## config.mk

```make
export PLATFORM = sky130hd
export DESIGN_NAME = intr_entry_unit
export DESIGN_NICKNAME = d
export VERILOG_FILES = /design/src/rtl/intr_entry_pkg.sv /design/src/rtl/intr_entry_ctrl.sv /design/src/rtl/intr_entry_dpath.sv /design/src/rtl/intr_entry_unit.sv
export SDC_FILE = /design/constraint.sdc
export NUM_CORES = 1
export LEC_CHECK = 0
export ABC_AREA = 1
export BUFFER_PORTS_ARGS = -buffer_cell sky130_fd_sc_hd__buf_2
export CORE_AREA = 2 2 192 194
export CTS_CLUSTER_SIZE = 10
export DETAILED_ROUTE_END_ITERATION = 12
export DIE_AREA = 0 0 194 196
export HOLD_SLACK_MARGIN = 0.02
export PLACE_DENSITY = 0.46
export SYNTH_ARGS = -nofsm -noshare
export SYNTH_HDL_FRONTEND = slang
export SYNTH_HIERARCHICAL = 1
export SYNTH_SLANG_ARGS = --single-unit
```

## constraint.sdc

```tcl
create_clock -name clk -period 3.4 [get_ports clk]
set_clock_uncertainty 0.2 [all_clocks]
set_input_delay 0.34 -clock clk [delete_from_list [all_inputs] [get_ports clk]]
set_output_delay 0.34 -clock clk [all_outputs]
set_load 0.02 [all_outputs]
```

## src/rtl/intr_entry_pkg.sv

```systemverilog
package intr_entry_pkg;

  localparam int REQ_W     = 32;
  localparam int VEC_W     = $clog2(REQ_W);
  localparam int NUM_PRIO  = 23;
  localparam int G4_FIRST  = 20;   // list index where the post-instruction group starts

  // status word bit positions
  localparam int Q_BIT = 0;
  localparam int I_BIT = 1;
  localparam int E_BIT = 2;
  localparam int M_BIT = 3;

  // priority order, highest first; position, not number, decides
  localparam logic [VEC_W-1:0] PRIO_LIST [NUM_PRIO] = '{
    5'd1,
    5'd2, 5'd3, 5'd4, 5'd5, 5'd29,
    5'd6, 5'd7, 5'd15, 5'd16, 5'd17, 5'd26, 5'd27, 5'd28,
    5'd18, 5'd19, 5'd20, 5'd21, 5'd31, 5'd22,
    5'd23, 5'd24, 5'd25
  };

  function automatic logic [REQ_W-1:0] knownMask();
    logic [REQ_W-1:0] m;
    m = '0;
    for (int i = 0; i < NUM_PRIO; i++) m[PRIO_LIST[i]] = 1'b1;
    return m;
  endfunction

  typedef struct packed {
    logic take;      // enter a handler this cycle
    logic resume;    // return from interruption this cycle
    logic useAfter;  // save post-instruction status word
    logic capture;   // load instruction/space/offset registers
    logic track;     // interruption queue follows live queue
    logic machChk;   // high-priority machine check selected
  } ctrlStrobes_t;

endpackage

```

## src/rtl/intr_entry_ctrl.sv

```systemverilog
module intr_entry_ctrl
  import intr_entry_pkg::*;
(
  input  logic              clk,
  input  logic              rstN,
  input  logic [REQ_W-1:0]  reqPending,
  input  logic              rfiReq,
  input  logic              qBefore,
  input  logic              qAfter,
  output ctrlStrobes_t      strb,
  output logic [VEC_W-1:0]  selVec
);

  localparam logic [REQ_W-1:0] KNOWN = knownMask();
  localparam int IDX_W = $clog2(NUM_PRIO);

  logic             found;
  logic [IDX_W-1:0] selIdx;
  logic             savedQ;

  // walk from lowest to highest priority so the highest pending wins
  always_comb begin
    found  = 1'b0;
    selIdx = '0;
    for (int i = NUM_PRIO - 1; i >= 0; i--) begin
      if (reqPending[PRIO_LIST[i]]) begin
        found  = 1'b1;
        selIdx = IDX_W'(i);
      end
    end
  end

  assign selVec = PRIO_LIST[selIdx];

  always_comb begin
    strb          = '0;
    strb.take     = found;
    strb.useAfter = found && (selIdx >= IDX_W'(G4_FIRST));
    savedQ        = strb.useAfter ? qAfter : qBefore;
    strb.capture  = found && savedQ;
    strb.resume   = rfiReq && !found;
    strb.track    = found ? savedQ : (!rfiReq && qBefore);
    strb.machChk  = found && (selVec == VEC_W'(1));
  end

  p_unknown_ignored_r2: assert property (@(posedge clk) disable iff (!rstN)
    ((reqPending & KNOWN) == '0) |-> !strb.take);

  p_rfi_loses_r10: assert property (@(posedge clk) disable iff (!rstN)
    ((reqPending & KNOWN) != '0) |-> !strb.resume);

endmodule

```

## src/rtl/intr_entry_dpath.sv

```systemverilog
module intr_entry_dpath
  import intr_entry_pkg::*;
#(
  parameter int ADDR_W     = 32,
  parameter int SPACE_W    = 16,
  parameter int INSN_W     = 32,
  parameter int PSW_W      = 8,
  parameter int PRIV_W     = 2,
  parameter int ALIGN_BITS = 11,
  parameter int SLOT_LOG2  = 5
) (
  input  logic               clk,
  input  logic               rstN,
  input  ctrlStrobes_t       strb,
  input  logic [VEC_W-1:0]   selVec,
  input  logic [PSW_W-1:0]   pswBefore,
  input  logic [PSW_W-1:0]   pswAfter,
  input  logic [PRIV_W-1:0]  privIn,
  input  logic               defaultEndian,
  input  logic [ADDR_W-1:0]  vecBase,
  input  logic [SPACE_W-1:0] iaSpaceFront,
  input  logic [SPACE_W-1:0] iaSpaceBack,
  input  logic [ADDR_W-1:0]  iaOffFront,
  input  logic [ADDR_W-1:0]  iaOffBack,
  input  logic [INSN_W-1:0]  faultInsn,
  input  logic [SPACE_W-1:0] faultSpace,
  input  logic [ADDR_W-1:0]  faultOff,
  output logic               entryValid,
  output logic [VEC_W-1:0]   entryVector,
  output logic [ADDR_W-1:0]  handlerAddr,
  output logic               resumeValid,
  output logic [PSW_W-1:0]   pswNext,
  output logic [PRIV_W-1:0]  privNext,
  output logic [PSW_W-1:0]   savedPsw,
  output logic [SPACE_W-1:0] iiaSpaceFront,
  output logic [SPACE_W-1:0] iiaSpaceBack,
  output logic [ADDR_W-1:0]  iiaOffFront,
  output logic [ADDR_W-1:0]  iiaOffBack,
  output logic [INSN_W-1:0]  iirOut,
  output logic [SPACE_W-1:0] isrOut,
  output logic [ADDR_W-1:0]  iorOut
);

  localparam logic [PSW_W-1:0] KEEP_MASK = PSW_W'((1 << E_BIT) | (1 << M_BIT));

  logic [PRIV_W-1:0] savedPriv;
  logic [ADDR_W-1:0] alignedBase;
  logic [ADDR_W-1:0] slotOffset;
  logic [PSW_W-1:0]  forcedPsw;

  assign alignedBase = {vecBase[ADDR_W-1:ALIGN_BITS], ALIGN_BITS'(0)};
  assign slotOffset  = ADDR_W'(selVec) << SLOT_LOG2;

  always_comb begin
    forcedPsw        = '0;
    forcedPsw[E_BIT] = defaultEndian;
    forcedPsw[M_BIT] = strb.machChk;
  end

  // pulses and entry results
  always_ff @(posedge clk) begin
    if (!rstN) begin
      entryValid  <= 1'b0;
      resumeValid <= 1'b0;
      entryVector <= '0;
      handlerAddr <= '0;
      pswNext     <= '0;
      privNext    <= '0;
      savedPsw    <= '0;
      savedPriv   <= '0;
    end else begin
      entryValid  <= strb.take;
      resumeValid <= strb.resume;
      if (strb.take) begin
        entryVector <= selVec;
        handlerAddr <= alignedBase + slotOffset;
        pswNext     <= forcedPsw;
        privNext    <= '0;
        savedPsw    <= strb.useAfter ? pswAfter : pswBefore;
        savedPriv   <= privIn;
      end else if (strb.resume) begin
        pswNext     <= savedPsw;
        privNext    <= savedPriv;
      end
    end
  end

  // fault detail registers
  always_ff @(posedge clk) begin
    if (!rstN) begin
      iirOut <= '0;
      isrOut <= '0;
      iorOut <= '0;
    end else if (strb.capture) begin
      iirOut <= faultInsn;
      isrOut <= faultSpace;
      iorOut <= faultOff;
    end
  end

  // two-entry interruption address queue copy
  always_ff @(posedge clk) begin
    if (!rstN) begin
      iiaSpaceFront <= '0;
      iiaSpaceBack  <= '0;
      iiaOffFront   <= '0;
      iiaOffBack    <= '0;
    end else if (strb.track) begin
      iiaSpaceFront <= iaSpaceFront;
      iiaSpaceBack  <= iaSpaceBack;
      iiaOffFront   <= iaOffFront;
      iiaOffBack    <= iaOffBack;
    end
  end

  p_psw_forced_r4: assert property (@(posedge clk) disable iff (!rstN)
    entryValid |-> (((pswNext & ~KEEP_MASK) == '0) &&
                    (pswNext[M_BIT] == (entryVector == VEC_W'(1)))));

  p_priv_zero_r5: assert property (@(posedge clk) disable iff (!rstN)
    entryValid |-> (privNext == '0));

  p_slot_aligned_r3: assert property (@(posedge clk) disable iff (!rstN)
    entryValid |-> ((handlerAddr[SLOT_LOG2-1:0] == '0) &&
                    (handlerAddr[SLOT_LOG2+VEC_W-1:SLOT_LOG2] == entryVector)));

  p_detail_hold_r7: assert property (@(posedge clk) disable iff (!rstN)
    (strb.take && !strb.capture) |=> $stable({iirOut, isrOut, iorOut}));

  p_queue_freeze_r8: assert property (@(posedge clk) disable iff (!rstN)
    !strb.track |=> $stable({iiaSpaceFront, iiaSpaceBack, iiaOffFront, iiaOffBack}));

  p_resume_psw_r9: assert property (@(posedge clk) disable iff (!rstN)
    strb.resume |=> (resumeValid && (pswNext == $past(savedPsw))));

  p_pulse_exclusive_r10: assert property (@(posedge clk) disable iff (!rstN)
    !(entryValid && resumeValid));

endmodule

```

## src/rtl/intr_entry_unit.sv

```systemverilog
module intr_entry_unit
  import intr_entry_pkg::*;
#(
  parameter int ADDR_W  = 32,
  parameter int SPACE_W = 16,
  parameter int INSN_W  = 32,
  parameter int PSW_W   = 8,
  parameter int PRIV_W  = 2
) (
  input  logic               clk,
  input  logic               rstN,
  input  logic [31:0]        reqPending,
  input  logic               rfiReq,
  input  logic [PSW_W-1:0]   pswBefore,
  input  logic [PSW_W-1:0]   pswAfter,
  input  logic [PRIV_W-1:0]  privIn,
  input  logic               defaultEndian,
  input  logic [ADDR_W-1:0]  vecBase,
  input  logic [SPACE_W-1:0] iaSpaceFront,
  input  logic [SPACE_W-1:0] iaSpaceBack,
  input  logic [ADDR_W-1:0]  iaOffFront,
  input  logic [ADDR_W-1:0]  iaOffBack,
  input  logic [INSN_W-1:0]  faultInsn,
  input  logic [SPACE_W-1:0] faultSpace,
  input  logic [ADDR_W-1:0]  faultOff,
  output logic               entryValid,
  output logic [4:0]         entryVector,
  output logic [ADDR_W-1:0]  handlerAddr,
  output logic               resumeValid,
  output logic [PSW_W-1:0]   pswNext,
  output logic [PRIV_W-1:0]  privNext,
  output logic [PSW_W-1:0]   savedPsw,
  output logic [SPACE_W-1:0] iiaSpaceFront,
  output logic [SPACE_W-1:0] iiaSpaceBack,
  output logic [ADDR_W-1:0]  iiaOffFront,
  output logic [ADDR_W-1:0]  iiaOffBack,
  output logic [INSN_W-1:0]  iirOut,
  output logic [SPACE_W-1:0] isrOut,
  output logic [ADDR_W-1:0]  iorOut
);

  ctrlStrobes_t     strb;
  logic [VEC_W-1:0] selVec;

  intr_entry_ctrl u_ctrl (
    .clk        (clk),
    .rstN       (rstN),
    .reqPending (reqPending),
    .rfiReq     (rfiReq),
    .qBefore    (pswBefore[Q_BIT]),
    .qAfter     (pswAfter[Q_BIT]),
    .strb       (strb),
    .selVec     (selVec)
  );

  intr_entry_dpath #(
    .ADDR_W  (ADDR_W),
    .SPACE_W (SPACE_W),
    .INSN_W  (INSN_W),
    .PSW_W   (PSW_W),
    .PRIV_W  (PRIV_W)
  ) u_dpath (
    .clk           (clk),
    .rstN          (rstN),
    .strb          (strb),
    .selVec        (selVec),
    .pswBefore     (pswBefore),
    .pswAfter      (pswAfter),
    .privIn        (privIn),
    .defaultEndian (defaultEndian),
    .vecBase       (vecBase),
    .iaSpaceFront  (iaSpaceFront),
    .iaSpaceBack   (iaSpaceBack),
    .iaOffFront    (iaOffFront),
    .iaOffBack     (iaOffBack),
    .faultInsn     (faultInsn),
    .faultSpace    (faultSpace),
    .faultOff      (faultOff),
    .entryValid    (entryValid),
    .entryVector   (entryVector),
    .handlerAddr   (handlerAddr),
    .resumeValid   (resumeValid),
    .pswNext       (pswNext),
    .privNext      (privNext),
    .savedPsw      (savedPsw),
    .iiaSpaceFront (iiaSpaceFront),
    .iiaSpaceBack  (iiaSpaceBack),
    .iiaOffFront   (iiaOffFront),
    .iiaOffBack    (iiaOffBack),
    .iirOut        (iirOut),
    .isrOut        (isrOut),
    .iorOut        (iorOut)
  );

endmodule

```

==> flow_summary_export.csv <==
group,metric,value,unit
outcome,outcome,"finished clean",
place,place_ws,0.223,ns
synth,ys.flop_type,"dfxtp_1",
synth,ys.warnings.count,6,
critical_path,crit_fanout,69,
global_route,grt_start_max_net_pins,181,
clock_network,htree_num_levels,1,
routing,route.vias.total,9557,
timing,final.setup.tns,0,ns
place,numPortBuffers,468,
die,dieWidth,194,µm
critical_path,path_class,"in2reg",
synth,synth_cells,1158,
cells_and_area,multiInputGateArea,3500,µm²
place,hpwl,21000,µm
cells_and_area,drive_gt1_frac,0.314,
die,rows,70,
timing,slew_violations,0,
timing,fin_hold_ws,0.0988,ns
pwr,leakage,7.21,nW
die,dieArea,38000,µm²
place,placement.cell_area,11300,µm²
critical_path,cp-start-kind,"primary input",
die,num_io_pins,495,
synth,syn-mean-instance-area,7.44,µm²
critical_path,cp.required,3.66,ns
die,die_height,196,µm
routing,detail-route-antenna-nets,0,
timing,timing.final.crit_share,0.770,
cells_and_area,nets,2082,
critical_path,startpoint,"reqPending[4]",
clock_network,worstSkewPairLatency,0.55,ns
clock_network,clk_pin_slew,0.05,ns
synth,synth.yosys.seq_area_share,0.521,
timing,period_needed,2.62,ns
clock_network,cts_buffer_depth,3,
synth,synth_most_common_cell,"nor2_1",
cells_and_area,fin_util,0.395,
place,place_inst,2037,
place,gp_congestion,0.807,
cells_and_area,synthToLayoutAreaGrowth,65.3,%
critical_path,r2r-start,"u_dpath/iirOut[25]$_SDFFE_PN0P_",
synth,synthTopCellsByCount,"nor2_1, dfxtp_1, nand2_1",
cells_and_area,seqCellArea,4480,µm²
pwr,power.total,6.51,mW
clock_network,numCtsBuffers,27,
pwr,ir_drop,351,µV
timing,fmax,382,MHz
cells_and_area,fin_cells,2289,
timing,maxSlewHeadroom,0.506,
critical_path,endpoint_kind,"register",
synth,synth_edf_count,0,
synth,ys_ff_latch,224,
synth,synth.largest_area_cell,"dfxtp_1",
synth,synth_top_area_share,0.521,
synth,synthArstFlopShare,0,
routing,drt-vias-per-instance,4.18,
synth,synth.cell_area,8610,µm²
cells_and_area,n_fill_cell,3731,
global_route,antenna_found_initial,1,
timing,tightest_slew,0.741,ns
routing,wirelength,31500,µm
min_path,hp-class,"in2reg",
clock_network,cts_tree,"done",
clock_network,cts-root-buf,"clkbuf_16",
clock_network,clock_sinks,224,
global_route,grt_pass1_wl,49300,µm
global_route,overflow,0,
run,cap_violations,0,
routing,firstDrtPassIters,4,
clock_network,ctsResizeCount,0,
min_path,whs_path_depth,5,
routing,drt_iter0_drc,310,
timing,rsz0062_at_grt,"no",
timing,setup_viol,0,
timing,worst_slack,0.783,ns
cells_and_area,final_cell_area,14200,µm²
routing,wl_per_cell,13.8,µm
die,core_area,36100,µm²
min_path,min_from,"rfiReq",
pwr,power_density,457,nW/µm²
die,start_util,0.239,
critical_path,cp.arrival,2.88,ns
global_route,track_usage,0.157,
timing,hold_viol_final,0,
critical_path,r2r_cells,2,
synth,ys_types,32,
synth,synth_area_leaders,"dfxtp_1, nor2_1, o21ai_0, nand2_1, nor2_2",
routing,drcViolationCount,0,
clock_network,cts_post_setup_buffers_inserted,0,
global_route,grt_pass1_vias,9510,
[power by group]
part	total (mW)	internal [mW]	leakage, nW	switching, mW
logic	1.15	0.506	4.99	0.642
clock network	2.49	1.41	0.360	1.08
registers	2.87	2.80	1.86	0.0775
[metal layers]
metal | up-vias | GRT usage | share of wire
li1 | 4901 | - | -
met1 | 4226 | 0.188 | 0.42
met2 | 367 | 0.270 | 0.47
met3 | 63 | 0.0447 | 0.082
met4 | 0 | 0.0516 | 0.031
met5 | - | 0 | 0
[sequential cells by signal (all words and copies together) (netlist names)]
signal                 count
u_dpath/entryValid         1
u_dpath/iirOut            32
u_dpath/iiaOffFront       32
u_dpath/iorOut            32
u_dpath/entryVector        4
u_dpath/savedPsw           8
u_dpath/handlerAddr       22
u_dpath/pswNext            8
u_dpath/savedPriv          2
u_dpath/iiaOffBack        32
u_dpath/isrOut            16
u_dpath/iiaSpaceBack      16
u_dpath/privNext           2
u_dpath/resumeValid        1
u_dpath/iiaSpaceFront     16
[cell type report]
class / count / area share
flip-flops and latches: 224 / 0.315
multi-input cells: 799 / 0.246
clock buffers: 28 / 0.0477
inverters: 62 / 0.0165
diodes: 2 / 0.000351
clock inverters: 5 / 0.00307
repair buffers: 701 / 0.331
well taps: 468 / 0.0411
[worst paths after layout]
path,endpoint,slack (ns)
worst max register to register,u_dpath/iirOut[25]$_SDFFE_PN0P_,2.50
worst max-delay path,u_dpath/iiaSpaceFront[15]$_SDFFE_PN0P_,0.78
worst min register to register,u_dpath/handlerAddr[24]$_SDFFE_PN0P_,0.24
worst min-delay path,u_dpath/pswNext[6]$_SDFFE_PP0P_,0.1
[cell usage in the layout (no fill, tap or decap), types with 2 or more instances in the layout]
| cell | synthesis | final |
|---|---|---|
| nor2_1 | 331 | 330 |
| inv_1 | 57 | 57 |
| conb_1 | 1 | 6 |
| nand2_1 | 190 | 190 |
| o211ai_1 | 2 | 2 |
| nand3_1 | 16 | 16 |
| nand4_1 | 3 | 3 |
| buf_2 | 23 | 467 |
| clkbuf_16 | 0 | 27 |
| buf_4 | 14 | 11 |
| nor2_2 | 42 | 42 |
| ha_1 | 5 | 5 |
| dfxtp_1 | 224 | 224 |
| o21ai_0 | 179 | 179 |
| nor3_1 | 2 | 2 |
| buf_12 | 0 | 6 |
| dlygate4sd3_1 | 0 | 217 |
| a21oi_1 | 11 | 11 |
| inv_2 | 4 | 4 |
| clkinv_2 | 0 | 3 |
| nor4_2 | 2 | 2 |
| diode_2 | 0 | 2 |
[kinds of logic (layout without fill, tap and decap cells)]
logic type / after synthesis / count (layout) / synth area share
simple gates: 588 / 588 / 0.275
flops: 224 / 224 / 0.521
compound gates: 200 / 200 / 0.121
buf+inv: 140 / 796 / 0.0764
fa+ha+maj: 5 / 5 / 0.00726
other cells: 1 / 8 / 0.000435
[worst max-delay path: stages]
cell and delay (ns):
buf_2 0.11, nor4_2 0.30, nand2_1 0.10, inv_1 0.08, nand2_1 0.07, nor2_2 0.17
inv_1 0.12, nor2_1 0.15, o21ai_0 0.15, nor2_4 0.12, a31o_2 0.20, buf_4 0.54
o21ai_0 0.21, nor2_1 0.14
[repair_timing]
| action | in CTS | in global routing |
|---|---|---|
| hold buffers | 217 | 0 |
| setup endpoints to repair | 0 | 0 |
| hold endpoints to repair | 217 | 0 |
Note: power is estimated with default switching activity, not from simulation.
